`src/rtl/alu_pkg.sv`:
```
package alu_pkg;

    localparam int CTRL_W = 4;
    localparam int SEL_W  = 2;

    typedef enum logic [CTRL_W-1:0] {
        CTRL_AND = 4'b0000,
        CTRL_OR  = 4'b0001,
        CTRL_ADD = 4'b0010,
        CTRL_SUB = 4'b0110,
        CTRL_SLT = 4'b0111,
        CTRL_NOR = 4'b1100
    } alu_ctrl_e;

    typedef enum logic [SEL_W-1:0] {
        SEL_AND  = 2'b00,
        SEL_OR   = 2'b01,
        SEL_SUM  = 2'b10,
        SEL_LESS = 2'b11
    } slice_sel_e;

    function automatic logic ctrl_listed(input logic [CTRL_W-1:0] code);
        logic ok;
        unique case (code)
            CTRL_AND, CTRL_OR, CTRL_ADD,
            CTRL_SUB, CTRL_SLT, CTRL_NOR: ok = 1'b1;
            default:                      ok = 1'b0;
        endcase
        return ok;
    endfunction

endpackage

```
`src/rtl/alu_bit_slice.sv`:
```
module alu_bit_slice
    import alu_pkg::*;
(
    input  logic             a_in,
    input  logic             b_in,
    input  logic             a_inv,
    input  logic             b_inv,
    input  logic             carry_in,
    input  logic             less_in,
    input  logic [SEL_W-1:0] sel,
    output logic             res_out,
    output logic             carry_out,
    output logic             sum_out
);

    logic a_eff;
    logic b_eff;

    always_comb begin
        a_eff     = a_in ^ a_inv;
        b_eff     = b_in ^ b_inv;
        sum_out   = a_eff ^ b_eff ^ carry_in;
        carry_out = (a_eff & b_eff) | (a_eff & carry_in) | (b_eff & carry_in);
    end

    always_comb begin
        unique case (sel)
            SEL_AND:  res_out = a_eff & b_eff;
            SEL_OR:   res_out = a_eff | b_eff;
            SEL_SUM:  res_out = sum_out;
            SEL_LESS: res_out = less_in;
            default:  res_out = 1'b0;
        endcase
    end

endmodule

```
`src/rtl/alu_msb_slice.sv`:
```
module alu_msb_slice
    import alu_pkg::*;
(
    input  logic             a_in,
    input  logic             b_in,
    input  logic             a_inv,
    input  logic             b_inv,
    input  logic             carry_in,
    input  logic             less_in,
    input  logic [SEL_W-1:0] sel,
    output logic             res_out,
    output logic             carry_out,
    output logic             ovf_out,
    output logic             set_out
);

    logic sum_bit;
    logic a_sign;
    logic b_sign;

    alu_bit_slice i_core (
        .a_in      (a_in),
        .b_in      (b_in),
        .a_inv     (a_inv),
        .b_inv     (b_inv),
        .carry_in  (carry_in),
        .less_in   (less_in),
        .sel       (sel),
        .res_out   (res_out),
        .carry_out (carry_out),
        .sum_out   (sum_bit)
    );

    always_comb begin
        a_sign  = a_in ^ a_inv;
        b_sign  = b_in ^ b_inv;
        ovf_out = (a_sign == b_sign) && (sum_bit != a_sign);
        set_out = sum_bit ^ ovf_out;
    end

    always_comb begin
        AST_OVF_CARRY_RULE: assert (ovf_out == (carry_in ^ carry_out));
    end

endmodule

```
`src/rtl/alu_zero_detect.sv`:
```
module alu_zero_detect #(
    parameter int WIDTH = 32,
    parameter int GROUP = 8
) (
    input  logic [WIDTH-1:0] data,
    output logic             all_zero
);

    localparam int NGRP = (WIDTH + GROUP - 1) / GROUP;

    logic [NGRP-1:0] grp_any;

    for (genvar g = 0; g < NGRP; g++) begin : g_grp
        localparam int LO = g * GROUP;
        localparam int HI = ((g + 1) * GROUP > WIDTH) ? WIDTH - 1 : (g + 1) * GROUP - 1;
        assign grp_any[g] = |data[HI:LO];
    end

    assign all_zero = ~|grp_any;

    always_comb begin
        AST_ZERO_FLAG: assert (all_zero == (data == '0));
    end

endmodule

```
`src/rtl/bitslice_alu.sv`:
```
module bitslice_alu
    import alu_pkg::*;
#(
    parameter int WIDTH = 32
) (
    input  logic [WIDTH-1:0]  operand_a,
    input  logic [WIDTH-1:0]  operand_b,
    input  logic [CTRL_W-1:0] alu_ctrl,
    output logic [WIDTH-1:0]  result,
    output logic              zero,
    output logic              overflow,
    output logic              carry_out
);

    localparam int MSB = WIDTH - 1;

    logic             inv_a;
    logic             inv_b;
    logic [SEL_W-1:0] sel;
    logic             listed;
    logic             arith;
    logic [WIDTH:0]   chain;
    logic [WIDTH-1:0] less_vec;
    logic [WIDTH-1:0] slice_res;
    logic             msb_ovf;
    logic             msb_set;

    always_comb begin
        inv_a  = alu_ctrl[3];
        inv_b  = alu_ctrl[2];
        sel    = alu_ctrl[1:0];
        listed = ctrl_listed(alu_ctrl);
        arith  = listed && alu_ctrl[1];
    end

    assign chain[0] = inv_b;

    for (genvar i = 0; i < WIDTH; i++) begin : g_slice
        if (i == 0) begin : g_lsb_less
            assign less_vec[i] = msb_set;
        end else begin : g_hi_less
            assign less_vec[i] = 1'b0;
        end

        if (i == MSB) begin : g_top
            alu_msb_slice i_slice (
                .a_in      (operand_a[i]),
                .b_in      (operand_b[i]),
                .a_inv     (inv_a),
                .b_inv     (inv_b),
                .carry_in  (chain[i]),
                .less_in   (less_vec[i]),
                .sel       (sel),
                .res_out   (slice_res[i]),
                .carry_out (chain[i+1]),
                .ovf_out   (msb_ovf),
                .set_out   (msb_set)
            );
        end else begin : g_body
            logic unused_sum;
            alu_bit_slice i_slice (
                .a_in      (operand_a[i]),
                .b_in      (operand_b[i]),
                .a_inv     (inv_a),
                .b_inv     (inv_b),
                .carry_in  (chain[i]),
                .less_in   (less_vec[i]),
                .sel       (sel),
                .res_out   (slice_res[i]),
                .carry_out (chain[i+1]),
                .sum_out   (unused_sum)
            );
        end
    end

    always_comb begin
        result    = listed ? slice_res : '0;
        overflow  = arith & msb_ovf;
        carry_out = arith & chain[WIDTH];
    end

    alu_zero_detect #(
        .WIDTH (WIDTH)
    ) i_zero (
        .data     (result),
        .all_zero (zero)
    );

    always_comb begin
        if (alu_ctrl == CTRL_ADD) begin
            AST_ADD_SUM: assert ({carry_out, result} == ({1'b0, operand_a} + {1'b0, operand_b}));
        end
        if (alu_ctrl == CTRL_SUB) begin
            AST_SUB_DIFF: assert (result == operand_a - operand_b);
            AST_SUB_NO_BORROW: assert (carry_out == (operand_a >= operand_b));
        end
        if (alu_ctrl == CTRL_SLT) begin
            AST_SLT_VALUE: assert (result == WIDTH'($signed(operand_a) < $signed(operand_b)));
        end
        if (alu_ctrl == CTRL_AND || alu_ctrl == CTRL_OR || alu_ctrl == CTRL_NOR) begin
            AST_LOGIC_NO_FLAGS: assert (!overflow && !carry_out);
        end
        if (!ctrl_listed(alu_ctrl)) begin
            AST_UNLISTED_QUIET: assert (result == '0 && !overflow && !carry_out && zero);
        end
    end

endmodule

```
`config.mk`:
```
export PLATFORM = sky130hd
export DESIGN_NAME = bitslice_alu
export DESIGN_NICKNAME = d
export VERILOG_FILES = /design/src/rtl/alu_pkg.sv /design/src/rtl/alu_bit_slice.sv /design/src/rtl/alu_msb_slice.sv /design/src/rtl/alu_zero_detect.sv /design/src/rtl/bitslice_alu.sv
export SDC_FILE = /design/constraint.sdc
export NUM_CORES = 1
export LEC_CHECK = 0
export ABC_AREA = 1
export ABC_CLOCK_PERIOD_IN_PS = 20600
export BUFFER_PORTS_ARGS = -buffer_cell sky130_fd_sc_hd__buf_4
export CORE_ASPECT_RATIO = 1.1
export CORE_UTILIZATION = 50
export DETAILED_ROUTE_END_ITERATION = 12
export GPL_TIMING_DRIVEN = 1
export PLACE_DENSITY = 0.89
export SLEW_MARGIN = 40
export SYNTH_ARGS = -nofsm -noshare
export SYNTH_HDL_FRONTEND = slang
export SYNTH_HIERARCHICAL = 1
export SYNTH_SLANG_ARGS = --single-unit
```
`constraint.sdc`:
```
create_clock -name vclk -period 20.6
set_input_delay 2.06 -clock vclk [all_inputs]
set_output_delay 2.06 -clock vclk [all_outputs]
set_load 0.05 [all_outputs]
```
* Word-level counts from Yosys, hierarchy flattened *
Cells that the tools add are included.
Widths: inputs -> output; s select.

cells by class
  shift operators = 0
  reductions and logical operators = 7
  order comparisons = 0
  bitwise gates (word level) = 323
  equal/unequal tests = 10
  $mul = 0
  divide/modulo/power cells = 0
  $add $sub $neg = 0
  multiplexer cells = 34

operators with widths
  kind                count
  $xor 1x1->1         129
  $pmux 1 s4          32
  $and 1x1->1         98
  $or 1x1->1          96
  $mux 32             1
  $reduce_or 32->1    1
  $eq 4x3->1 const B  2
  $reduce_or 6->1     1
  $eq 2x2->1 const B  2
  $eq 4x1->1 const B  1
  $eq 4x2->1 const B  1
  $eq 4x4->1 const B  1
  $logic_not 4->1     1
  $eq 2x1->1 const B  1
  $logic_and 1x1->1   2
  $logic_not 2->1     1
  $eq 1x1->1          1
  $logic_not 1->1     1
  $mux 1              1
  $ne 1x1->1          1

storage, ports and cells
  RAM bits = 0
  register bits = 0
  output and inout bits = 35
  memories = 0
  word-level logic and storage cells = 374
  bits in read-only memories = 0
  latch bits = 0
  input port bits = 68

* Depth between registers and ports, before layout *
Gate-level depths: netlist of run 1.

  word-level depth = 102
  mapped depth = 111
  gate-level depth less buffers = 111

* Modules after synthesis *
Netlist of run 1, hierarchy kept.

by module, submodules not included
  module           area each (sq um)  cells an instance  sequential area each (sq um)  instances
  alu_bit_slice    125.1              21                 0.0                           32
  bitslice_alu     346.6              84                 0.0                           1
  alu_zero_detect  116.4              31                 0.0                           1
  alu_msb_slice    87.6               20                 0.0                           1

* Worst setup path after synthesis of run 1 *
OpenSTA, ideal clock, no wires.

  kind = input to output
  start = input alu_ctrl[3]
  end = output zero
  arrival time = 19.919 ns
  path buffers = 0
  required time = 18.540 ns
  stages = 111
  slack = -1.379 ns
  cells stage by stage = xor2_1 -> inv_1 -> fa_1 -> inv_1 -> inv_1 -> fa_1 -> inv_1 -> inv_1 -> fa_1 -> inv_1 -> inv_1 -> fa_1 -> inv_1 -> inv_1 -> fa_1 -> inv_1 -> inv_1 -> fa_1 -> (+75 left out) -> inv_1 -> inv_1 -> fa_1 -> inv_1 -> nand3b_1 -> nand2_1 -> nand2_1 -> inv_1 -> nand2_1 -> nand3_1 -> nand2_1 -> inv_1 -> nor2_1 -> nor2_1 -> nand2_1 -> nor2_1 -> nand2_1 -> nor2_1

on the way
  word-level cells in the longest chain between the ends = 102
  elaborated cells on any way between the ends = 330
  classes of those cells = 7 x eq/ne; 34 x mux; 284 x bitwise; 5 x reduce/logical

RTL lines
  item                                   RTL line               RTL
  from (decl)                            bitslice_alu.sv:8      input logic [CTRL_W-1:0] alu_ctrl,
  $xor 1x1->1 *                          alu_bit_slice.sv:20    a_eff = a_in ^ a_inv;
  $and 1x1->1                            alu_bit_slice.sv:23    carry_out = (a_eff & b_eff) | (a_eff & carry_in) | (b_eff & carry_in);
  $or 1x1->1 * (2 in a row)              alu_bit_slice.sv:23
  via chain[1]                           bitslice_alu.sv:22     logic [WIDTH:0] chain;
  $and 1x1->1                            alu_bit_slice.sv:23
  $or 1x1->1                             alu_bit_slice.sv:23
  $or 1x1->1 *                           alu_bit_slice.sv:23
  via chain[2]                           bitslice_alu.sv:22
  (+3 left out)                          --
  via chain[3]                           bitslice_alu.sv:22
  (+3 left out)                          --
  via chain[4]                           bitslice_alu.sv:22
  (+3 left out)                          --
  via chain[5]                           bitslice_alu.sv:22
  (+3 left out)                          --
  via chain[6]                           bitslice_alu.sv:22
  (+3 left out)                          --
  via chain[7]                           bitslice_alu.sv:22
  (+3 left out)                          --
  via chain[8]                           bitslice_alu.sv:22
  (+3 left out)                          --
  via chain[9]                           bitslice_alu.sv:22
  (+3 left out)                          --
  via chain[10]                          bitslice_alu.sv:22
  (+3 left out)                          --
  via chain[11]                          bitslice_alu.sv:22
  (+3 left out)                          --
  via chain[12]                          bitslice_alu.sv:22
  (+3 left out)                          --
  via chain[13]                          bitslice_alu.sv:22
  (+3 left out)                          --
  via chain[14]                          bitslice_alu.sv:22
  (+3 left out)                          --
  via chain[15]                          bitslice_alu.sv:22
  (+3 left out)                          --
  via chain[16]                          bitslice_alu.sv:22
  (+3 left out)                          --
  via chain[17]                          bitslice_alu.sv:22
  (+3 left out)                          --
  via chain[18]                          bitslice_alu.sv:22
  (+3 left out)                          --
  via chain[19]                          bitslice_alu.sv:22
  (+3 left out)                          --
  via chain[20]                          bitslice_alu.sv:22
  (+3 left out)                          --
  via chain[21]                          bitslice_alu.sv:22
  (+3 left out)                          --
  via chain[22]                          bitslice_alu.sv:22
  (+3 left out)                          --
  via chain[23]                          bitslice_alu.sv:22
  (+3 left out)                          --
  via chain[24]                          bitslice_alu.sv:22
  (+3 left out)                          --
  via chain[25]                          bitslice_alu.sv:22
  (+3 left out)                          --
  via chain[26]                          bitslice_alu.sv:22
  (+3 left out)                          --
  via chain[27]                          bitslice_alu.sv:22
  (+3 left out)                          --
  via chain[28]                          bitslice_alu.sv:22
  (+3 left out)                          --
  via chain[29]                          bitslice_alu.sv:22
  (+3 left out)                          --
  via chain[30]                          bitslice_alu.sv:22
  (+3 left out)                          --
  via chain[31]                          bitslice_alu.sv:22
  (+1 left out)                          --
  via g_slice[31].g_top.i_slice.sum_bit  alu_msb_slice.sv:17    logic sum_bit;
  (+2 left out)                          --
  $xor 1x1->1 *                          alu_msb_slice.sv:38    set_out = sum_bit ^ ovf_out;
  via msb_set                            bitslice_alu.sv:26     logic msb_set;
  $pmux 1 s4 *                           alu_bit_slice.sv:27    unique case (sel)
  via slice_res[0]                       bitslice_alu.sv:24     logic [WIDTH-1:0] slice_res;
  $mux 32 *                              bitslice_alu.sv:77     result = listed ? slice_res : '0;
  via result[0]                          bitslice_alu.sv:9      output logic [WIDTH-1:0] result,
  $reduce_or 32->1 *                     alu_zero_detect.sv:19  assign all_zero = ~|grp_any;
  $logic_not 1->1 *                      alu_zero_detect.sv:19
  to (decl)                              bitslice_alu.sv:10     output logic zero,

The timed path passes the listed nets; every way through them passes the cells marked *.

* Worst setup path in the final report of run 1 *
  start = input operand_a[0]
  end = output zero

on the way
  word-level cells in the longest chain between the ends = 102
  elaborated cells on any way between the ends = 197
  classes of those cells = 1 x eq/ne; 33 x mux; 160 x bitwise; 3 x reduce/logical

RTL lines
  item                                   RTL line               RTL
  from (decl)                            bitslice_alu.sv:6      input logic [WIDTH-1:0] operand_a,
  $xor 1x1->1 *                          alu_bit_slice.sv:20
  $and 1x1->1                            alu_bit_slice.sv:23
  $or 1x1->1 * (2 in a row)              alu_bit_slice.sv:23
  via chain[1]                           bitslice_alu.sv:22
  $and 1x1->1                            alu_bit_slice.sv:23
  $or 1x1->1                             alu_bit_slice.sv:23
  $or 1x1->1 *                           alu_bit_slice.sv:23
  via chain[2]                           bitslice_alu.sv:22
  (+3 left out)                          --
  via chain[3]                           bitslice_alu.sv:22
  (+3 left out)                          --
  via chain[4]                           bitslice_alu.sv:22
  (+3 left out)                          --
  via chain[5]                           bitslice_alu.sv:22
  (+3 left out)                          --
  via chain[6]                           bitslice_alu.sv:22
  (+3 left out)                          --
  via chain[7]                           bitslice_alu.sv:22
  (+3 left out)                          --
  via chain[8]                           bitslice_alu.sv:22
  (+3 left out)                          --
  via chain[9]                           bitslice_alu.sv:22
  (+3 left out)                          --
  via chain[10]                          bitslice_alu.sv:22
  (+3 left out)                          --
  via chain[11]                          bitslice_alu.sv:22
  (+3 left out)                          --
  via chain[12]                          bitslice_alu.sv:22
  (+3 left out)                          --
  via chain[13]                          bitslice_alu.sv:22
  (+3 left out)                          --
  via chain[14]                          bitslice_alu.sv:22
  (+3 left out)                          --
  via chain[15]                          bitslice_alu.sv:22
  (+3 left out)                          --
  via chain[16]                          bitslice_alu.sv:22
  (+3 left out)                          --
  via chain[17]                          bitslice_alu.sv:22
  (+3 left out)                          --
  via chain[18]                          bitslice_alu.sv:22
  (+3 left out)                          --
  via chain[19]                          bitslice_alu.sv:22
  (+3 left out)                          --
  via chain[20]                          bitslice_alu.sv:22
  (+3 left out)                          --
  via chain[21]                          bitslice_alu.sv:22
  (+3 left out)                          --
  via chain[22]                          bitslice_alu.sv:22
  (+3 left out)                          --
  via chain[23]                          bitslice_alu.sv:22
  (+3 left out)                          --
  via chain[24]                          bitslice_alu.sv:22
  (+3 left out)                          --
  via chain[25]                          bitslice_alu.sv:22
  (+3 left out)                          --
  via chain[26]                          bitslice_alu.sv:22
  (+3 left out)                          --
  via chain[27]                          bitslice_alu.sv:22
  (+3 left out)                          --
  via chain[28]                          bitslice_alu.sv:22
  (+3 left out)                          --
  via chain[29]                          bitslice_alu.sv:22
  (+3 left out)                          --
  via chain[30]                          bitslice_alu.sv:22
  (+3 left out)                          --
  via chain[31]                          bitslice_alu.sv:22
  (+1 left out)                          --
  via g_slice[31].g_top.i_slice.sum_bit  alu_msb_slice.sv:17
  (+1 left out)                          --
  $logic_and 1x1->1                      alu_msb_slice.sv:37    ovf_out = (a_sign == b_sign) && (sum_bit != a_sign);
  $xor 1x1->1 *                          alu_msb_slice.sv:38
  via msb_set                            bitslice_alu.sv:26
  $pmux 1 s4 *                           alu_bit_slice.sv:27
  via slice_res[0]                       bitslice_alu.sv:24
  $mux 32 *                              bitslice_alu.sv:77
  $reduce_or 32->1 *                     alu_zero_detect.sv:19
  $logic_not 1->1 *                      alu_zero_detect.sv:19

Marks and branches as above.

==> impl_metrics.ini, run 1 <==
[worst_setup_path]
cp_max_fo = 2
path_class = in -> out
timing.critical_path.to_type = output pin
crit_path_top_delay_cell = fa_1
cp_data_arrival_time_ns = 17.85
worst_path_largest_cell_delay_ns = 0.51
worstSetupStartpoint = operand_a[0]
critPathLaunchType = primary input
cp_top_family = adder cells
timing.critical_path.required_ns = 18.54
cp.buffers_inverters = 68
critPathMostFrequentCell = inv_2

[power_and_ir_drop]
cellPowerDensity_mw_per_mm2 = 34.5
power.static_leakage_nw = 3.63
power_switching_share_pct = 61.4
fraction_of_power_consumed_by_the_clock_network_pct = 0
power.share.sequential_pct = 0
max-vdd-ir-drop_v = 0.0000198
power.combinational.fraction_pct = 100.0
switching_power_mw = 0.121
totalPowerFinal_mw = 0.197
p_int_mw = 0.0758

[layout]
num-clock-buffers = 0
fill_cells = 771
most_frequent_cells_in_the_layout = inv_1, nand2_1, buf_4, nand3_1, inv_2
mostFrequentLayoutCell = inv_1
antenna-diode-count = 0
drive_gt1_share_pct = 24.5
seq_cell_count = 0
layout.area.seq_um2 = 0
flow.area_growth_from_synthesis_pct = 28.5
nets = 1089

[floorplanning]
io_pins = 103
floorplan.die.height_um = 101
initial_core_util_pct = 52.2
die-width_um = 91.8
floorplan.die_area_mm2 = 0.00926
design.core.area_mm2 = 0.00850
row_count = 35

[timing]
max_freq_ghz = 0.0502
finalCriticalPeriod_ns = 19.91
hold-worst-slack_ns = 4.78
report.final.hold_viol_count = 0
slew_viol_final = 0
timing.final.setup_violations = 0
worst_pin_slew_ns = 0.745
worst_slew_margin_rel_pct = 50.2
layout_worst_path_cycle_share_pct = 96.6
grt_setup_unrepaired = yes

[global_route]
globalRouteOverflowTotal = 0
grt_max_degree = 67
grt_antenna_before_repair = 0
grt_pass1_vias = 4013
grt_use_total_pct = 20.3
grt_pass1_wl_um = 15800

[placed_design]
numPortBuffers = 103
finalWeightedCongestion = 0.760
detailedPlacementHpwl_um = 7330

[cts]
holdBufCountCts = 0

[routing]
drcViolationCount = 0
final_routed_wire_length_divided_by_cell_count_um = 9.11
route.antenna.remaining_nets = 0
vias_per_cell = 4.18
first_pass_iters = 4
drt_iter0_drc = 125
detailed_route_via_count = 4324
finalWirelength_um = 9420

[synthesis]
synthCells = 776
synth_area_per_cell_um2 = 5.72
mappedNetlistArea_mm2 = 0.00444
synth-warning-count = 6

[status]
status = complete, no violations

[hold_path]
hp-start = operand_b[31]
worst_min_delay_path_class = in -> out

[flow_run]
max_cap_violations = 0
repair_timing:
item	in CTS	in global routing
pin swaps	26	40
buffers inserted	1	1
setup endpoints to repair	4	4
gates resized for setup	36	38
metal layers:
layer	up-vias	global-route usage (%)	share of wire, %
met5	-	0	0
met1	1885	21.7	42
met2	63	43.4	54
li1	2368	-	-
met4	0	4.21	1.3
met3	8	0.754	2.8
power by group through the flow:
stage          Combinational, mW  Clock (mW)  Sequential (mW)
2_1_floorplan              0.133           0                0
3_5_place_dp               0.186           0                0
4_1_cts                    0.192           0                0
6_report                   0.197           0                0
3_3_place_gp               0.179           0                0
5_1_grt                    0.225           0                0
tightest hold or removal path: stages:
cell	delay, ns
buf_4	0.09
inv_1	0.04
nand2_2	0.07
nand3_1	0.08
nand2_1	0.09
nor2_2	0.03
inv_1	0.04
nor2_1	0.04
buf_4	0.18
stage by stage:
stage                     utilization (%)  instances  area (µm²)  setup TNS (ns)  setup slack [ns]
after floorplan                         -        806        4620               0           0.00385
after global placement               66.0       1031        5610           -1.18            -0.821
after detailed placement             66.2       1032        5630           -1.87            -0.981
after CTS                            66.8       1033        5680               0            0.0241
after global routing                 67.1       1034        5700         -0.0239           -0.0239
final                                67.1       1034        5700               0             0.691
area by class of cell:
cell class / instances / area (µm²) / share of cell area (%)
inverters: 301 / 1130 / 19.8
well taps: 111 / 139 / 2.44
repair buffers: 120 / 928 / 16.3
multi-input cells: 502 / 3510 / 61.5
worst paths after layout:
path	to	cells after the start
hold / removal	overflow	9
setup / recovery	zero	113
Power figures use the tool's default switching activity.
==> run 2, diff against run 1 <==
REMOVE_ABC_BUFFERS = 1   (was unset)
==> impl_metrics.ini, run 2 (synthesis gave the netlist of run 1 again) <==
[status]
status = complete, no violations

[global_route]
grt_pass1_wl_um = 16200
grt_use_total_pct = 20.8
globalRouteOverflowTotal = 0
grt_max_degree = 99
grt_antenna_before_repair = 0
grt_pass1_vias = 3961

[power_and_ir_drop]
totalPowerFinal_mw = 0.200
cellPowerDensity_mw_per_mm2 = 34.7
power.static_leakage_nw = 3.68
max-vdd-ir-drop_v = 0.0000238

[routing]
route.antenna.remaining_nets = 0
first_pass_iters = 4
detailed_route_via_count = 4369
drt_iter0_drc = 52
finalWirelength_um = 9390
final_routed_wire_length_divided_by_cell_count_um = 8.98
vias_per_cell = 4.18
drcViolationCount = 0

[timing]
finalCriticalPeriod_ns = 20.12
worst_pin_slew_ns = 0.690
report.final.hold_viol_count = 0
worst_slew_margin_rel_pct = 53.8
grt_setup_unrepaired = yes
timing.final.setup_violations = 0
slew_viol_final = 0
layout_worst_path_cycle_share_pct = 97.7
max_freq_ghz = 0.0497

[worst_setup_path]
critPathLaunchType = primary input
path_class = in -> out
crit_path_top_delay_cell = fa_1
timing.critical_path.to_type = output pin
worstSetupStartpoint = alu_ctrl[3]
worst_path_largest_cell_delay_ns = 0.54
critPathMostFrequentCell = inv_2
endpoint = zero
cp_data_arrival_time_ns = 18.06
cp_max_fo = 2
timing.critical_path.required_ns = 18.54

[floorplanning]
row_count = 35
die-width_um = 91.8
floorplan.die_area_mm2 = 0.00926
floorplan.die.height_um = 101
initial_core_util_pct = 52.2
io_pins = 103
design.core.area_mm2 = 0.00850

[layout]
num-clock-buffers = 0
seq_cell_count = 0
layout.area.seq_um2 = 0
antenna-diode-count = 0
drive_gt1_share_pct = 25.1
most_frequent_cells_in_the_layout = inv_1, nand2_1, buf_4, nand3_1
nets = 1100
flow.area_growth_from_synthesis_pct = 29.7
mostFrequentLayoutCell = inv_1
fill_cells = 768
final-instance-count-excl-fill = 1045

[hold_path]
worst_min_delay_path_class = in -> out

[placed_design]
placed_cells_incl_taps = 1039
detailedPlacementHpwl_um = 7210
finalWeightedCongestion = 0.756
numPortBuffers = 103

[flow_run]
max_cap_violations = 0

[cts]
holdBufCountCts = 0
## run 2: per-stage QoR
step	TNS [ns]	util [%]	setup slack, ns	hold WS [ns]	cell area (µm²)
2_1_floorplan	-3.72	-	-1.39	4.41	4520
3_3_place_gp	-6.91	65.8	-1.77	4.75	5590
3_5_place_dp	-7.88	65.8	-1.90	4.75	5590
4_1_cts	0	67.3	0.0000302	4.75	5720
5_1_grt	-0.261	67.7	-0.261	4.80	5750
6_report	0	67.7	0.483	4.72	5750
## run 2: worst max-delay path: cells and delay by family
kind / cells / cell delay [ns]
AND/OR/NAND/NOR: 12 / 1.00
buffers and inverters: 68 / 3.32
XOR/XNOR: 1 / 0.18
adder cells (fa/ha/maj): 32 / 11.46
## run 2: power by group
part | leakage (nW) | internal, mW | switching (mW)
Sequential | 0 | 0 | 0
Clock | 0 | 0 | 0
Combinational | 3.68 | 0.0791 | 0.121
## run 2: cell type report
class	instances	area (µm²)	share of cell area [%]
inverter	301	1130	19.6
multi-input combinational	502	3480	60.5
tap	111	139	2.41
timing repair buffer	131	1010	17.5
## run 2: worst min path at each step
| stage | start | slack, ns | to | cells after the start |
|---|---|---|---|---|
| after floorplan | alu_ctrl[1] | 4.41 | carry_out | 2 |
| after global placement | operand_b[31] | 4.75 | overflow | 9 |
| after detailed placement | operand_a[31] | 4.75 | overflow | 9 |
| after CTS | operand_a[31] | 4.75 | overflow | 9 |
| after global routing | operand_a[31] | 4.80 | overflow | 9 |
| final | operand_a[31] | 4.72 | overflow | 9 |
## run 2: routing by layer
metal,vias to the layer above,routed length [µm],GRT usage (%),part of all wire [%]
met5,-,0,0,0
met4,0,66,2.04,0.70
met3,6,304,0.377,3.2
met2,77,4980,43.7,53
met1,1897,4040,24.0,43
li1,2389,-,-,-
## run 2: repair_timing
action,CTS,global route
setup endpoints to repair,7,4
setup buffers,6,3
resized for setup,43,61
pin swaps,23,42
==> run 3, diff against run 2 <==
CORE_UTILIZATION = 35   (was 50)
PLACE_DENSITY = 0.69   (was 0.89)
==> impl_metrics.ini, run 3 (synthesis gave the netlist of run 1 again) <==
[status]
status = complete, no violations

[routing]
route.antenna.remaining_nets = 0
first_pass_iters = 4
vias_per_cell = 3.94
detailed_route_via_count = 4282
drcViolationCount = 0
finalWirelength_um = 9780
drt_iter0_drc = 134
final_routed_wire_length_divided_by_cell_count_um = 8.99

[layout]
mostFrequentLayoutCell = inv_1
fill_cells = 1322
stdcell_area_mm2 = 0.00582
num-clock-buffers = 0
drive_gt1_share_pct = 24.3
nets = 1100
seq_cell_count = 0
flow.area_growth_from_synthesis_pct = 31.2
antenna-diode-count = 0
layout.area.seq_um2 = 0
most_frequent_cells_in_the_layout = inv_1, nand2_1, buf_4, nand3_1, ha_1

[global_route]
grt_max_degree = 67
grt_use_total_pct = 15.3
globalRouteOverflowTotal = 0
grt_pass1_wl_um = 16700
grt_antenna_before_repair = 0
grt_pass1_vias = 3874

[worst_setup_path]
cp_data_arrival_time_ns = 17.81
timing.critical_path.to_type = output pin
path_class = in -> out
crit_path_top_delay_cell = fa_1
critPathMostFrequentCell = inv_2
worst_path_largest_cell_delay_ns = 0.56
cp_top_family = adder cells
timing.critical_path.required_ns = 18.54
cp.buffers_inverters = 68
cp_max_fo = 2
critPathLaunchType = primary input

[hold_path]
worst_min_delay_path_class = in -> out

[timing]
max_freq_ghz = 0.0503
timing.final.setup_violations = 0
report.final.hold_viol_count = 0
worst_slew_margin_rel_pct = 52.4
finalCriticalPeriod_ns = 19.87
layout_worst_path_cycle_share_pct = 96.5
worst_pin_slew_ns = 0.712
slew_viol_final = 0

[floorplanning]
io_pins = 103
floorplan.die.height_um = 120
row_count = 42
design.core.area_mm2 = 0.0122
floorplan.die_area_mm2 = 0.0131
initial_core_util_pct = 36.4
die-width_um = 109

[power_and_ir_drop]
power.combinational.fraction_pct = 100.0
cellPowerDensity_mw_per_mm2 = 34.3
power.share.sequential_pct = 0
max-vdd-ir-drop_v = 0.0000225
fraction_of_power_consumed_by_the_clock_network_pct = 0
totalPowerFinal_mw = 0.200
switching_power_mw = 0.121
power_switching_share_pct = 60.4
p_int_mw = 0.0792
power.static_leakage_nw = 3.69

[placed_design]
postPlaceCellArea_mm2 = 0.00565
detailedPlacementHpwl_um = 7580
numPortBuffers = 103
finalWeightedCongestion = 0.756

[cts]
holdBufCountCts = 0

[flow_run]
max_cap_violations = 0
-- run 3: cell type report --
cell class	instances	area (µm²)	area share, %
timing repair buffer	131	1020	17.5
inverter	301	1130	19.4
multi-input combinational	502	3480	59.8
tap	154	193	3.31
-- run 3: power groups by stage --
stage / Sequential [mW] / Combinational [mW] / Clock (mW)
2_1_floorplan: 0 / 0.128 / 0
3_3_place_gp: 0 / 0.182 / 0
3_5_place_dp: 0 / 0.187 / 0
4_1_cts: 0 / 0.191 / 0
5_1_grt: 0 / 0.231 / 0
6_report: 0 / 0.200 / 0
-- run 3: final timing paths --
kind	from	depth (start not counted)	endpoint
min	operand_b[31]	9	overflow
max	operand_a[0]	113	zero
-- run 3: layer usage --
metal	up-vias	GRT usage, %	share of wire (%)
li1	2385	-	-
met5	-	0	0
met4	0	0	0
met2	59	28.9	50
met3	0	0.598	3.1
met1	1838	20.1	47
-- run 3: per-stage QoR --
step	setup WS (ns)	utilization [%]	std cells	TNS, ns	hold WS [ns]
6_report	0.729	47.8	1088	0	4.74
5_1_grt	-0.0176	47.8	1088	-0.0176	4.82
4_1_cts	-1.15	47.1	1084	-2.98	4.72
3_5_place_dp	-2.09	46.3	1082	-8.84	4.75
3_3_place_gp	-1.88	46.3	1082	-7.54	4.75
2_1_floorplan	-1.39	-	803	-3.72	4.41
-- run 3: timing repair --
item                                    in CTS  in global routing
pin swaps                                    6                 40
buffers inserted                             2                  4
resized for setup                           25                 76
endpoints found under the setup margin       7                  7
